## config.mk

```make
export PLATFORM = sky130hd
export DESIGN_NAME = gpio_irq_port
export DESIGN_NICKNAME = d
export VERILOG_FILES = /design/src/rtl/gpio_port_pkg.sv /design/src/rtl/gpio_addr_decode.sv /design/src/rtl/gpio_in_sync.sv /design/src/rtl/gpio_trig_detect.sv /design/src/rtl/gpio_ctl_reg.sv /design/src/rtl/gpio_irq_port.sv
export SDC_FILE = /design/constraint.sdc
export NUM_CORES = 1
export LEC_CHECK = 0
export BUFFER_PORTS_ARGS = -buffer_cell sky130_fd_sc_hd__buf_2
export CELL_PAD_IN_SITES_DETAIL_PLACEMENT = 0
export CELL_PAD_IN_SITES_GLOBAL_PLACEMENT = 1
export CORE_ASPECT_RATIO = 1.4
export CORE_MARGIN = 1
export CORE_UTILIZATION = 43
export DETAILED_ROUTE_END_ITERATION = 8
export PLACE_DENSITY_LB_ADDON = 0.25
export SETUP_SLACK_MARGIN = 0.1
export SYNTH_ARGS = -nofsm -noshare
export SYNTH_HDL_FRONTEND = slang
export SYNTH_SLANG_ARGS = --single-unit
```

## constraint.sdc

```tcl
create_clock -name clk -period 2.6 [get_ports clk]
set_clock_uncertainty 0.1 [all_clocks]
set_input_delay 0.52 -clock clk [delete_from_list [all_inputs] [get_ports clk]]
set_output_delay 0.52 -clock clk [all_outputs]
set_load 0.05 [all_outputs]
```

## src/rtl/gpio_port_pkg.sv

```systemverilog
// Package: shared constants and types for the GPIO interrupt port.
// Assumes eight registers addressed by a 3-bit index.
package gpio_port_pkg;

    localparam int REG_CNT   = 8;
    localparam int REG_IDX_W = 3;

    // Register indices; index order fixes the address map.
    localparam int IDX_DOUT = 0;
    localparam int IDX_DIN  = 1;
    localparam int IDX_OE   = 2;
    localparam int IDX_SEL  = 3;
    localparam int IDX_EN   = 4;
    localparam int IDX_LVL  = 5;
    localparam int IDX_POL  = 6;
    localparam int IDX_STAT = 7;

    // Alias offsets within a register slot.
    localparam logic [3:0] OFS_WRITE = 4'h0;
    localparam logic [3:0] OFS_SET   = 4'h4;
    localparam logic [3:0] OFS_CLEAR = 4'h8;

    // Trigger mode encoded as {polarity, level}.
    typedef enum logic [1:0] {
        TRIG_FALL = 2'b00,
        TRIG_LOW  = 2'b01,
        TRIG_RISE = 2'b10,
        TRIG_HIGH = 2'b11
    } trig_mode_e;

endpackage

```

## src/rtl/gpio_addr_decode.sv

```systemverilog
// Module: address decoder for the register file.
// Splits a byte address into register index and alias operation.
// Assumes AW covers the index field; higher address bits must be zero.
module gpio_addr_decode
    import gpio_port_pkg::*;
#(
    parameter int AW      = 12,
    parameter int IDX_LSB = 8
) (
    input  logic                 clk,
    input  logic                 rst_n,
    input  logic [AW-1:0]        addr,
    input  logic                 wr,
    output logic                 valid,
    output logic [REG_IDX_W-1:0] idx,
    output logic                 do_wr,
    output logic                 do_set,
    output logic                 do_clr
);
    localparam int IDX_MSB = IDX_LSB + REG_IDX_W - 1;

    logic       upper_ok;
    logic       mid_ok;
    logic [3:0] sub;

    // Upper bits above the index must be zero, when present.
    generate
        if (AW > IDX_MSB + 1) begin : g_upper
            assign upper_ok = (addr[AW-1:IDX_MSB+1] == '0);
        end else begin : g_noupper
            assign upper_ok = 1'b1;
        end
    endgenerate

    assign mid_ok = (addr[IDX_LSB-1:4] == '0);
    assign sub    = addr[3:0];
    assign idx    = addr[IDX_MSB:IDX_LSB];

    // Classify the alias offset and qualify with the write strobe.
    always_comb begin
        valid  = upper_ok && mid_ok &&
                 (sub == OFS_WRITE || sub == OFS_SET || sub == OFS_CLEAR);
        do_wr  = wr && valid && (sub == OFS_WRITE);
        do_set = wr && valid && (sub == OFS_SET);
        do_clr = wr && valid && (sub == OFS_CLEAR);
    end

    AST_DEC_ONE_OP: assert property (@(posedge clk) disable iff (!rst_n)
        $onehot0({do_wr, do_set, do_clr}) && ((do_wr || do_set || do_clr) -> valid));

endmodule

```

## src/rtl/gpio_in_sync.sv

```systemverilog
// Module: multi-stage input synchronizer.
// Assumes pin inputs are asynchronous; output is the last stage.
module gpio_in_sync #(
    parameter int W      = 32,
    parameter int STAGES = 2
) (
    input  logic         clk,
    input  logic         rst_n,
    input  logic [W-1:0] d,
    output logic [W-1:0] q
);
    logic [W-1:0] stage_q [STAGES];

    generate
        for (genvar s = 0; s < STAGES; s++) begin : g_stage
            // Shift one stage of the synchronizer chain.
            always_ff @(posedge clk) begin
                if (!rst_n) stage_q[s] <= '0;
                else        stage_q[s] <= (s == 0) ? d : stage_q[(s == 0) ? 0 : s-1];
            end
        end
    endgenerate

    assign q = stage_q[STAGES-1];

endmodule

```

## src/rtl/gpio_trig_detect.sv

```systemverilog
// Module: per-pin trigger detector.
// Compares the synchronized input with its previous sample and applies
// the {polarity, level} mode. Output is a per-cycle detection pulse,
// gated by the source-select bit.
module gpio_trig_detect
    import gpio_port_pkg::*;
#(
    parameter int W = 32
) (
    input  logic         clk,
    input  logic         rst_n,
    input  logic [W-1:0] pin_s,
    input  logic [W-1:0] sel,
    input  logic [W-1:0] lvl,
    input  logic [W-1:0] pol,
    output logic [W-1:0] hit
);
    logic [W-1:0] prev_q;

    // Keep the previous synchronized sample for edge detection.
    always_ff @(posedge clk) begin
        if (!rst_n) prev_q <= '0;
        else        prev_q <= pin_s;
    end

    generate
        for (genvar i = 0; i < W; i++) begin : g_pin
            trig_mode_e mode;
            assign mode = trig_mode_e'({pol[i], lvl[i]});
            // Evaluate the configured condition for one pin.
            always_comb begin
                unique case (mode)
                    TRIG_FALL: hit[i] = sel[i] & ~pin_s[i] &  prev_q[i];
                    TRIG_LOW:  hit[i] = sel[i] & ~pin_s[i];
                    TRIG_RISE: hit[i] = sel[i] &  pin_s[i] & ~prev_q[i];
                    default:   hit[i] = sel[i] &  pin_s[i];
                endcase
            end
        end
    endgenerate

    AST_EDGE_NEEDS_CHANGE: assert property (@(posedge clk) disable iff (!rst_n)
        ((hit & ~lvl & ~(pin_s ^ prev_q)) == '0));

endmodule

```

## src/rtl/gpio_ctl_reg.sv

```systemverilog
// Module: one control register with write, set and clear aliases.
// Assumes at most one of wr/set/clr is active per cycle.
module gpio_ctl_reg #(
    parameter int W = 32
) (
    input  logic         clk,
    input  logic         rst_n,
    input  logic         wr,
    input  logic         set,
    input  logic         clr,
    input  logic [W-1:0] wdata,
    output logic [W-1:0] q
);
    // Apply the alias operation selected this cycle.
    always_ff @(posedge clk) begin
        if (!rst_n)   q <= '0;
        else if (wr)  q <= wdata;
        else if (set) q <= q | wdata;
        else if (clr) q <= q & ~wdata;
    end

endmodule

```

## src/rtl/gpio_irq_port.sv

```systemverilog
// Module: GPIO port top level with per-pin interrupt detection.
// Holds the register file, synchronizes pin inputs, latches status and
// drives one interrupt line. Status is clear-only from the bus; a hardware
// detection in the same cycle takes priority over a clear.
module gpio_irq_port
    import gpio_port_pkg::*;
#(
    parameter int NPINS       = 32,
    parameter int AW          = 12,
    parameter int SYNC_STAGES = 2
) (
    input  logic             clk,
    input  logic             rst_n,
    input  logic             bus_wr,
    input  logic [AW-1:0]    bus_addr,
    input  logic [NPINS-1:0] bus_wdata,
    output logic [NPINS-1:0] bus_rdata,
    input  logic [NPINS-1:0] pin_in,
    output logic [NPINS-1:0] pin_out,
    output logic [NPINS-1:0] pin_oe,
    output logic             irq
);
    logic                 dec_valid;
    logic [REG_IDX_W-1:0] dec_idx;
    logic                 do_wr, do_set, do_clr;
    logic [REG_CNT-1:0]   reg_hit;
    logic [NPINS-1:0]     reg_q [REG_CNT];
    logic [NPINS-1:0]     pin_sync;
    logic [NPINS-1:0]     det_hit;
    logic [NPINS-1:0]     stat_q;
    logic [NPINS-1:0]     clr_mask;
    logic                 oe_touch;

    gpio_addr_decode #(.AW(AW), .IDX_LSB(8)) u_dec (
        .clk    (clk),
        .rst_n  (rst_n),
        .addr   (bus_addr),
        .wr     (bus_wr),
        .valid  (dec_valid),
        .idx    (dec_idx),
        .do_wr  (do_wr),
        .do_set (do_set),
        .do_clr (do_clr)
    );

    // One-hot register select from a valid address.
    always_comb begin
        reg_hit = '0;
        if (dec_valid) reg_hit[dec_idx] = 1'b1;
    end

    gpio_in_sync #(.W(NPINS), .STAGES(SYNC_STAGES)) u_sync (
        .clk   (clk),
        .rst_n (rst_n),
        .d     (pin_in),
        .q     (pin_sync)
    );

    generate
        for (genvar r = 0; r < REG_CNT; r++) begin : g_reg
            if (r == IDX_DIN) begin : g_din
                assign reg_q[r] = pin_sync;
            end else if (r == IDX_STAT) begin : g_stat
                assign reg_q[r] = stat_q;
            end else begin : g_ctl
                gpio_ctl_reg #(.W(NPINS)) u_reg (
                    .clk   (clk),
                    .rst_n (rst_n),
                    .wr    (do_wr  & reg_hit[r]),
                    .set   (do_set & reg_hit[r]),
                    .clr   (do_clr & reg_hit[r]),
                    .wdata (bus_wdata),
                    .q     (reg_q[r])
                );
            end
        end
    endgenerate

    gpio_trig_detect #(.W(NPINS)) u_det (
        .clk   (clk),
        .rst_n (rst_n),
        .pin_s (pin_sync),
        .sel   (reg_q[IDX_SEL]),
        .lvl   (reg_q[IDX_LVL]),
        .pol   (reg_q[IDX_POL]),
        .hit   (det_hit)
    );

    assign clr_mask = (do_clr && reg_hit[IDX_STAT]) ? bus_wdata : '0;

    // Latch status: clear via alias, detection has priority.
    always_ff @(posedge clk) begin
        if (!rst_n) stat_q <= '0;
        else        stat_q <= (stat_q & ~clr_mask) | det_hit;
    end

    assign bus_rdata = dec_valid ? reg_q[dec_idx] : '0;
    assign pin_out   = reg_q[IDX_DOUT];
    assign pin_oe    = reg_q[IDX_OE];
    assign irq       = |(stat_q & reg_q[IDX_EN]);
    assign oe_touch  = bus_wr && dec_valid && (dec_idx == REG_IDX_W'(IDX_OE));

    AST_STAT_SET_NEEDS_SEL: assert property (@(posedge clk) disable iff (!rst_n)
        ((stat_q & ~$past(stat_q) & ~$past(reg_q[IDX_SEL])) == '0));

    AST_STAT_CLR_ONLY_ALIAS: assert property (@(posedge clk) disable iff (!rst_n)
        (($past(stat_q) & ~stat_q & ~$past(clr_mask)) == '0));

    AST_OE_HOLD: assert property (@(posedge clk) disable iff (!rst_n)
        !$past(oe_touch) |-> $stable(pin_oe));

    AST_LEVEL_HOLD: assert property (@(posedge clk) disable iff (!rst_n)
        (($past(reg_q[IDX_SEL] & reg_q[IDX_LVL] & reg_q[IDX_POL] & pin_sync) & ~stat_q) == '0));

endmodule

```

==> run_results.csv, run 1 <==
group,metric,value,unit
synth,synth.avg_cell_area,8.23,sq um
clocking,worstSkewPairLatency,530,ps
synth,synth-edff-count,0,
setup_path,worstPathArrival,2050,ps
synth,yosys.area_share.adder,0,%
clocking,numCtsBuffers,34,
timing,layout_setup_ws,-67.6,ps
clocking,clock_sinks,320,
timing,timing.final.crit_share,103,%
route,drt_iter0_drc,1167,
outcome,status,"complete, but fails checks",
clocking,cts_root_buffer,"clkbuf_16",
outcome,violations,"setup timing",
die,rows,78,
synth,muxShareOfSynthArea,2.48,%
synth,synth_seq_cells,320,
finish,fillers,2990,
synth,yosysTopAreaCell,"dfxtp_1",
grt,antenna_found_initial,1,
synth,syn_nets,1804,
clocking,cts_tree,"built",
setup_path,crit_chain,"buf_8, nor4_4, nand3b_1, buf_4, clkbuf_16, a2111oi_4, buf_6",
finish,nNetsFinal,1910,
setup_path,critPathLaunchType,"primary input",
synth,synthesis.area,14200,sq um
timing,rsz0062_at_grt,"yes",
clocking,cts_hold_buffers,0,
placed_design,hpwl,34.1,mm
die,die_h,217,microns
synth,synth_flop_cell,"dfxtp_1",
clocking,clk_pin_slew,60,ps
setup_path,max_stage_delay,360,ps
finish,final_cell_mix,"nand2_1, dfxtp_1, buf_2",
die,initial_core_util,43.7,%
setup_path,cp-end-kind,"primary output",
grt,grt_pass1_vias,12800,
worst_hold_path,worstHoldPathType,"primary input to flip-flop",
finish,postLayoutCellArea,17900,sq um
synth,synth_cells,1725,
die,io_pins,176,
synth,synth_top_family_by_area,"compound AO/OA/AOI/OAI gates",
setup_path,path_delay_family,"buffers and inverters",
grt,overflow,0,
setup_path,cp_data_required_time,1980,ps
route,remaining_drc_errors,0,
job,cap_violations,0,
setup_path,crit_buf_inv,4,
finish,stdcell_count,2298,
route,vias_per_cell,5.83,
finish,areaGrowthSynthToFinish,26.2,%
grt,grtUsageTotal,30.2,%
route,vias,13400,
timing,maxSlewViolCount,0,
synth,synthXorXnorAreaFrac,0,%
pwr,max-vdd-ir-drop,0.504,mV
synth,yosysUniqueCellTypes,51,
timing,final-hold-violation-count,0,
synth,ys.warnings.count,0,
timing,final.min_clock_period,2670,ps
die,dieArea,33800,sq um
timing,tightest_slew,1070,ps
route,drtPass1Iterations,5,
timing,finalSetupViolCount,21,
route,antenna_left,0,
synth,yosys.area_share.simple,21.8,%
placed_design,dp_cells,2221,
route,drt-total-wl,51.3,mm
finish,regArea,6430,sq um
placed_design,io_buffer_count,175,
placed_design,routabilityCongestion,0.892,
die,die_x,156,microns
route,wl_per_cell,22.3,microns
synth,async_flop_share,0,%
clocking,cts_max_path_buffers,3,
timing,relSlewSlack,28.1,%
setup_path,worst-setup-path-type,"primary input to primary output",
grt,grt_pass1_wl,77.5,mm
finish,layout_commonest_cell,"nand2_1",
clocking,h-tree-depth,2,
setup_path,slowest_stage,"nor4_4",
synth,synthTopCellsByArea,"dfxtp_1, nand2_1, o21ai_1",
finish,multi_input_area,7340,sq um
die,core_area,32500,sq um
synth,synth.yosys.seq_area_share,45.1,%
synth,synth_compound_area_share,22.3,%
finish,drive_above_1_share,23.6,%
synth,synth_top_area_share,45.1,%
pwr,p_leak,7.67,nW
timing,finalSetupTns,-632,ps
pwr,power.density,626,nW/um^2
grt,grt_max_degree,118,
timing,max_freq,0.375,GHz
placed_design,place_area,16000,sq um
setup_path,critPathMaxFanout,7,
[cells in the mapped netlist, types with 34 or more instances]
cell type  count
clkbuf_1      63
buf_4         67
dfxtp_1      320
and2_1        97
buf_2         66
a21oi_1       36
nor2_1        45
o21ai_1      125
nand2b_1      34
o21ai_0       71
nand2_1      422
o22ai_1       57
[kinds of logic after synthesis]
logic type,after synthesis
AO/OA/AOI/OAI,485
buffers and inverters,211
flip-flops,320
multiplexers,31
AND/OR/NAND/NOR,678
[path summary, 6_finish.rpt]
kind                          from                    end  slack [ps]  depth (start not counted)
max reg2reg              flip-flop             stat_q[30]        1520                          4
max                    bus_addr[7]          bus_rdata[21]         -70                          7
min reg2reg  u_sync.stage_q[0][15]  u_sync.stage_q[1][15]         330                          1
min                     pin_in[30]  u_sync.stage_q[0][30]          90                          2
[final cells by class]
class	instances	share of cell area, %
Tap cell	440	3.07
Timing Repair Buffer	278	13.1
Multi-Input combinational cell	1194	41.0
Inverter	3	0.0628
Sequential cell	320	35.9
Clock buffer	50	5.78
Clock inverter	12	1.06
Antenna cell	1	0.0140
[metal layers]
layer	up-vias	GRT usage [%]	routed length, microns
li1	6226	-	-
met1	6473	37.5	21200
met2	556	51.2	24700
met3	143	4.14	3010
met4	0	15.0	2520
met5	-	0	0
[stage by stage]
step | power, mW | worst slack (ps) | utilization (%) | hold WS (ps)
3_3_place_gp | 5.95 | -386 | 49.2 | 315
4_1_cts | 11.3 | -50.7 | 54.6 | 80.5
5_1_grt | 11.5 | -110 | 55.1 | 89.2
2_1_floorplan | 5.62 | -197 | - | 312
3_5_place_dp | 5.96 | -393 | 49.2 | 318
6_report | 11.2 | -67.6 | 55.1 | 93.6
[power breakdown]
part	switching [mW]	internal, mW	leakage (nW)
Sequential	0.0387	4.96	2.60
Combinational	0.590	0.317	4.46
Clock	2.04	3.27	0.598
Total	2.67	8.54	7.67
[what timing repair did]
| item | CTS | global route |
|---|---|---|
| pin swaps | 21 | 12 |
| gates cloned | 2 | 2 |
| buffers inserted | 4 | 6 |
| gates resized for setup | 123 | 22 |
| endpoints found under the setup margin | 33 | 33 |
Note: power is estimated with default switching activity, not from simulation.
==> run 2: changes to the inputs <==
Settings changed: CORE_MARGIN 1 to 3.
==> run 2 against run 1 <==
  * Highest routed layer unchanged
  * Cell area decreased by 1.5%
  * The flow still finishes with violations (setup timing)
  * First-iteration DRC count decreased by 12%
  * Sequential share of layout area increased by 0.49 points
  * Power decreased by 3.8%
  * Via count decreased by 0.63%
==> run_results.csv, run 2 (synthesis results as in run 1) <==
group,metric,value,unit
die,rows,78,
grt,overflow,0,
finish,layout_commonest_cell,"nand2_1",
timing,relSlewSlack,24.1,%
timing,layout_setup_ws,-71.4,ps
finish,drive_above_1_share,23.0,%
timing,rsz0062_at_grt,"yes",
clocking,h-tree-depth,2,
grt,grt_max_degree,132,
clocking,numCtsBuffers,34,
route,remaining_drc_errors,0,
grt,grt_pass1_vias,12700,
route,wl_per_cell,22.5,microns
worst_hold_path,worstHoldPathType,"primary input to flip-flop",
finish,final_core_util,54.3,%
finish,postLayoutCellArea,17700,sq um
setup_path,critPathLaunchType,"primary input",
setup_path,worstPathArrival,2050,ps
pwr,p_leak,7.56,nW
timing,final.min_clock_period,2670,ps
route,vias,13300,
outcome,violations,"setup timing",
setup_path,critPathMaxFanout,10,
finish,regArea,6420,sq um
setup_path,cp-end-kind,"primary output",
die,initial_core_util,43.7,%
timing,maxSlewViolCount,0,
pwr,max-vdd-ir-drop,0.472,mV
pwr,power.density,612,nW/um^2
grt,grtUsageTotal,28.4,%
die,die_h,221,microns
grt,antenna_found_initial,1,
die,io_pins,176,
grt,grt_pass1_wl,78.4,mm
placed_design,io_buffer_count,175,
timing,final-hold-violation-count,0,
route,drtPass1Iterations,6,
route,antenna_left,0,
finish,fillers,3013,
finish,nNetsFinal,1914,
setup_path,cp_data_required_time,1980,ps
timing,finalSetupViolCount,19,
setup_path,r2r_end,"stat_q[16]",
worst_hold_path,min_to,"u_sync.stage_q[0][30]",
clocking,cts_root_buffer,"clkbuf_16",
clocking,worstSkewPairLatency,520,ps
timing,max_freq,0.374,GHz
placed_design,routabilityCongestion,0.866,
timing,tightest_slew,1140,ps
finish,areaGrowthSynthToFinish,24.3,%
route,vias_per_cell,5.79,
placed_design,hpwl,34.7,mm
worst_hold_path,min_from,"pin_in[30]",
placed_design,place_area,16100,sq um
worst_hold_path,min_path_cells,2,
timing,timing.final.crit_share,103,%
die,dieArea,35300,sq um
clocking,clock_sinks,320,
finish,multi_input_area,7340,sq um
outcome,status,"complete, but fails checks",
clocking,cts_max_path_buffers,3,
die,die_x,160,microns
route,drt-total-wl,51.8,mm
clocking,cts_hold_buffers,0,
die,core_area,32500,sq um
setup_path,r2r_setup_slack,1490,ps
setup_path,r2r_cells,3,
job,cap_violations,0,
clocking,clk_pin_slew,60,ps
setup_path,worst-setup-path-type,"primary input to primary output",
clocking,cts_tree,"built",
finish,final_cell_mix,"nand2_1, dfxtp_1, buf_2",
route,drt_iter0_drc,1029,
## run 2: cell count changes in the layout (fill, tap and decap cells not counted), sizes merged
cell | before | now
clkinvlp | 2 | 0
clkbuf | 52 | 54
bufinv | 5 | 1
bufbuf | 2 | 1
buf | 274 | 280
## run 2: worst max path at each step
stage          slack [ps]         start             to
3_3_place_gp         -130  bus_addr[11]  bus_rdata[27]
6_report              -70  bus_addr[11]  bus_rdata[27]
5_1_grt              -140  bus_addr[11]  bus_rdata[29]
2_1_floorplan        -200  bus_addr[11]  bus_rdata[10]
4_1_cts               -70   bus_addr[0]  bus_rdata[21]
3_5_place_dp         -180  bus_addr[11]  bus_rdata[21]
## run 2: metal layers
| layer | track usage, % | up-vias | routed length (microns) |
|---|---|---|---|
| li1 | - | 6237 | - |
| met1 | 36.8 | 6375 | 21300 |
| met2 | 47.5 | 594 | 25000 |
| met4 | 11.5 | 0 | 2110 |
| met5 | 0 | - | 0 |
| met3 | 4.01 | 108 | 3360 |
## run 2: final cells by class
type | count | share of cell area [%]
Multi-Input combinational cell | 1194 | 41.6
Sequential cell | 320 | 36.4
Timing Repair Buffer | 282 | 12.5
Clock buffer | 53 | 6.04
Tap cell | 440 | 3.12
Clock inverter | 6 | 0.312
Inverter | 3 | 0.0638
Antenna cell | 1 | 0.0142
## run 2: through the flow
stage,hold slack (ps),cells,setup TNS (ps),total power [mW],setup slack (ps)
final,102,2299,-852,10.8,-71.4
after CTS,85.6,2297,-807,10.9,-66.7
after global routing,98.0,2299,-2120,11.1,-145
after floorplan,312,1725,-3420,5.62,-197
after global placement,315,2237,-6870,5.98,-130
after detailed placement,319,2237,-9790,5.98,-184
## run 2: where the power goes
part / total, mW / switching, mW / internal, mW
registers: 5.00 / 0.0371 / 4.96
logic: 0.914 / 0.600 / 0.314
clock network: 4.88 / 1.97 / 2.91
total: 10.8 / 2.61 / 8.19
## run 2: what timing repair did
item | CTS | global route
pin swaps | 6 | 12
gates resized for setup | 92 | 19
endpoints found under the setup margin | 33 | 33
gates cloned | 1 | 0
buffers inserted | 0 | 1
hold endpoints to repair | 0 | 0
## run 2: worst max-delay path, cell delays in order
cell and delay, ps:
buf_2 120, nor4_4 360, nand3b_1 190, buf_6 230, buf_4 170, nor4_4 260
buf_6 190
==> run 3: changes to the inputs <==
--- a/config.mk
+++ b/config.mk
@@ -14,2 +14,3 @@
 export DETAILED_ROUTE_END_ITERATION = 8
+export HOLD_SLACK_MARGIN = 0.08
 export PLACE_DENSITY_LB_ADDON = 0.25
==> constraint.sdc (replaced) <==
create_clock -name clk -period 2.6 [get_ports clk]
set_clock_uncertainty 0.1 [all_clocks]
set_input_delay 0.26 -clock clk [delete_from_list [all_inputs] [get_ports clk]]
set_output_delay 0.26 -clock clk [all_outputs]
set_load 0.05 [all_outputs]
==> run 3 against run 2 <==
  * The flow now finishes without violations
  * Critical path depth fell by 3
  * Core utilization shrank 0.89 points
  * Fmax rose by 8.6%
  * Cell area down 1.6%
  * Clock-buffer cell count is 1 higher
  * Final cell count up 0.65%
  * Worst setup slack improved by 210 ps
  * Via count increased by 0.27%
  * Wire length fell by 2.1%
  * Critical path type is now flip-flop to primary output
  * Critical endpoint is now irq
==> run_results.csv, run 3 (synthesis results as in run 1) <==
group,metric,value,unit
timing,maxSlewViolCount,0,
route,vias_per_cell,5.77,
finish,areaGrowthSynthToFinish,22.3,%
timing,final.min_clock_period,2460,ps
clocking,cts_setup_buffers,0,
setup_path,worst-setup-path-type,"flip-flop to primary output",
finish,final_cell_mix,"nand2_1, dfxtp_1, buf_2",
die,core_area,32500,sq um
die,rows,78,
timing,rsz0062_at_grt,"yes",
grt,grt_pass1_wl,77.6,mm
grt,grtUsageTotal,27.9,%
die,die_x,160,microns
clocking,clk_pin_slew,60,ps
setup_path,r2r_cells,4,
pwr,power.density,629,nW/um^2
timing,timing.final.crit_share,94.6,%
grt,antenna_found_initial,1,
route,drtPass1Iterations,5,
finish,nNetsFinal,1929,
clocking,cts_tree,"built",
timing,final-hold-violation-count,0,
die,initial_core_util,43.7,%
timing,max_freq,0.407,GHz
clocking,h-tree-depth,2,
route,wl_per_cell,21.9,microns
grt,grt_max_degree,93,
clocking,clock_sinks,320,
grt,grt_pass1_vias,13100,
placed_design,preCtsSetupSlack,163,ps
setup_path,cp-end-kind,"primary output",
placed_design,routabilityCongestion,0.859,
worst_hold_path,min_to,"u_sync.stage_q[1][5]",
clocking,cts_max_path_buffers,3,
route,drt_iter0_drc,1020,
finish,antennaDiodeCount,0,
setup_path,critPathLaunchType,"flip-flop",
worst_hold_path,worstHoldPathType,"flip-flop to flip-flop",
job,cap_violations,0,
timing,layout_setup_ws,140,ps
setup_path,path_delay_family,"simple AND/OR/NAND/NOR gates",
setup_path,crit_buf_inv,1,
pwr,p_leak,7.50,nW
route,remaining_drc_errors,0,
clocking,numCtsBuffers,35,
grt,overflow,0,
setup_path,cp_data_required_time,2240,ps
outcome,status,"finished, final reports clean",
die,io_pins,176,
die,die_h,221,microns
timing,finalSetupViolCount,0,
worst_hold_path,min_path_cells,1,
placed_design,io_buffer_count,175,
clocking,worstSkewPairLatency,530,ps
setup_path,crit_chain,"a22oi_2, nand4_1, or4_4, clkbuf_4",
setup_path,worstPathArrival,2100,ps
setup_path,critPathMaxFanout,3,
pwr,max-vdd-ir-drop,0.429,mV
finish,layout_commonest_cell,"nand2_1",
finish,final_core_util,53.4,%
pwr,power,10.9,mW
setup_path,r2r_setup_slack,1520,ps
timing,relSlewSlack,27.0,%
setup_path,r2r_end,"stat_q[0]",
placed_design,hpwl,32.5,mm
timing,finalSetupTns,0,ps
route,drt-total-wl,50.7,mm
timing,whs,330,ps
timing,tightest_slew,1090,ps
setup_path,max_stage_delay,570,ps
worst_hold_path,min_from,"u_sync.stage_q[0][5]",
route,vias,13400,
route,antenna_left,0,
clocking,cts_root_buffer,"clkbuf_16",
setup_path,slowest_stage,"or4_4",
die,dieArea,35300,sq um
finish,drive_above_1_share,18.9,%
==> run 3: worst max path at each step <==
stage / from / end / slack (ps) / depth (start not counted)
final: stat_q[29] / irq / 140 / 4
after CTS: stat_q[29] / irq / 100 / 4
after global placement: bus_addr[6] / flip-flop / 200 / 7
after detailed placement: bus_addr[6] / flip-flop / 160 / 7
after global routing: stat_q[29] / irq / 60 / 4
after floorplan: bus_addr[10] / bus_rdata[2] / -150 / 5
==> run 3: what timing repair did <==
action,CTS,global route
setup endpoints to repair,1,4
hold endpoints to repair,254,0
cloned,0,0
gates resized for setup,5,6
pin swaps,0,1
hold buffers,65,0
==> run 3: stage by stage <==
stage,cells,cell area [sq um]
detailed placement,2188,15500
global placement,2188,15500
floorplan,1725,14500
finish,2314,17400
CTS,2314,17400
global route,2314,17400
==> run 3: layout make-up <==
cell class / count / area [sq um]
timing repair buffer: 296 / 2200
clock buffer: 54 / 1110
multi-input combinational: 1194 / 7020
clock inverter: 7 / 65.1
inverter: 3 / 11.3
tap: 440 / 551
fill: 3121 / 15100
sequential: 320 / 6410
==> run 3: per-layer routing <==
| metal | GRT usage, % | vias up | share of wire [%] |
|---|---|---|---|
| met3 | 4.42 | 135 | 6.7 |
| met2 | 49.4 | 554 | 50 |
| met4 | 11.7 | 2 | 3.8 |
| li1 | - | 6250 | - |
| met5 | 0 | - | 0.014 |
| met1 | 33.4 | 6409 | 40 |
==> run 3: power by group <==
part	switching (mW)	total, mW	internal [mW]	leakage (nW)
Combinational	0.549	0.859	0.310	4.33
Sequential	0.0373	5.00	4.96	2.59
Clock	2.02	5.05	3.03	0.578
Total	2.61	10.9	8.30	7.50
==> run 3: worst register-to-register path, delay by kind of cell, from the launching register on <==
kind	cells	cell delay, ps
flip-flops	1	330
AND/OR/NAND/NOR	2	230
AO/OA/AOI/OAI	2	310
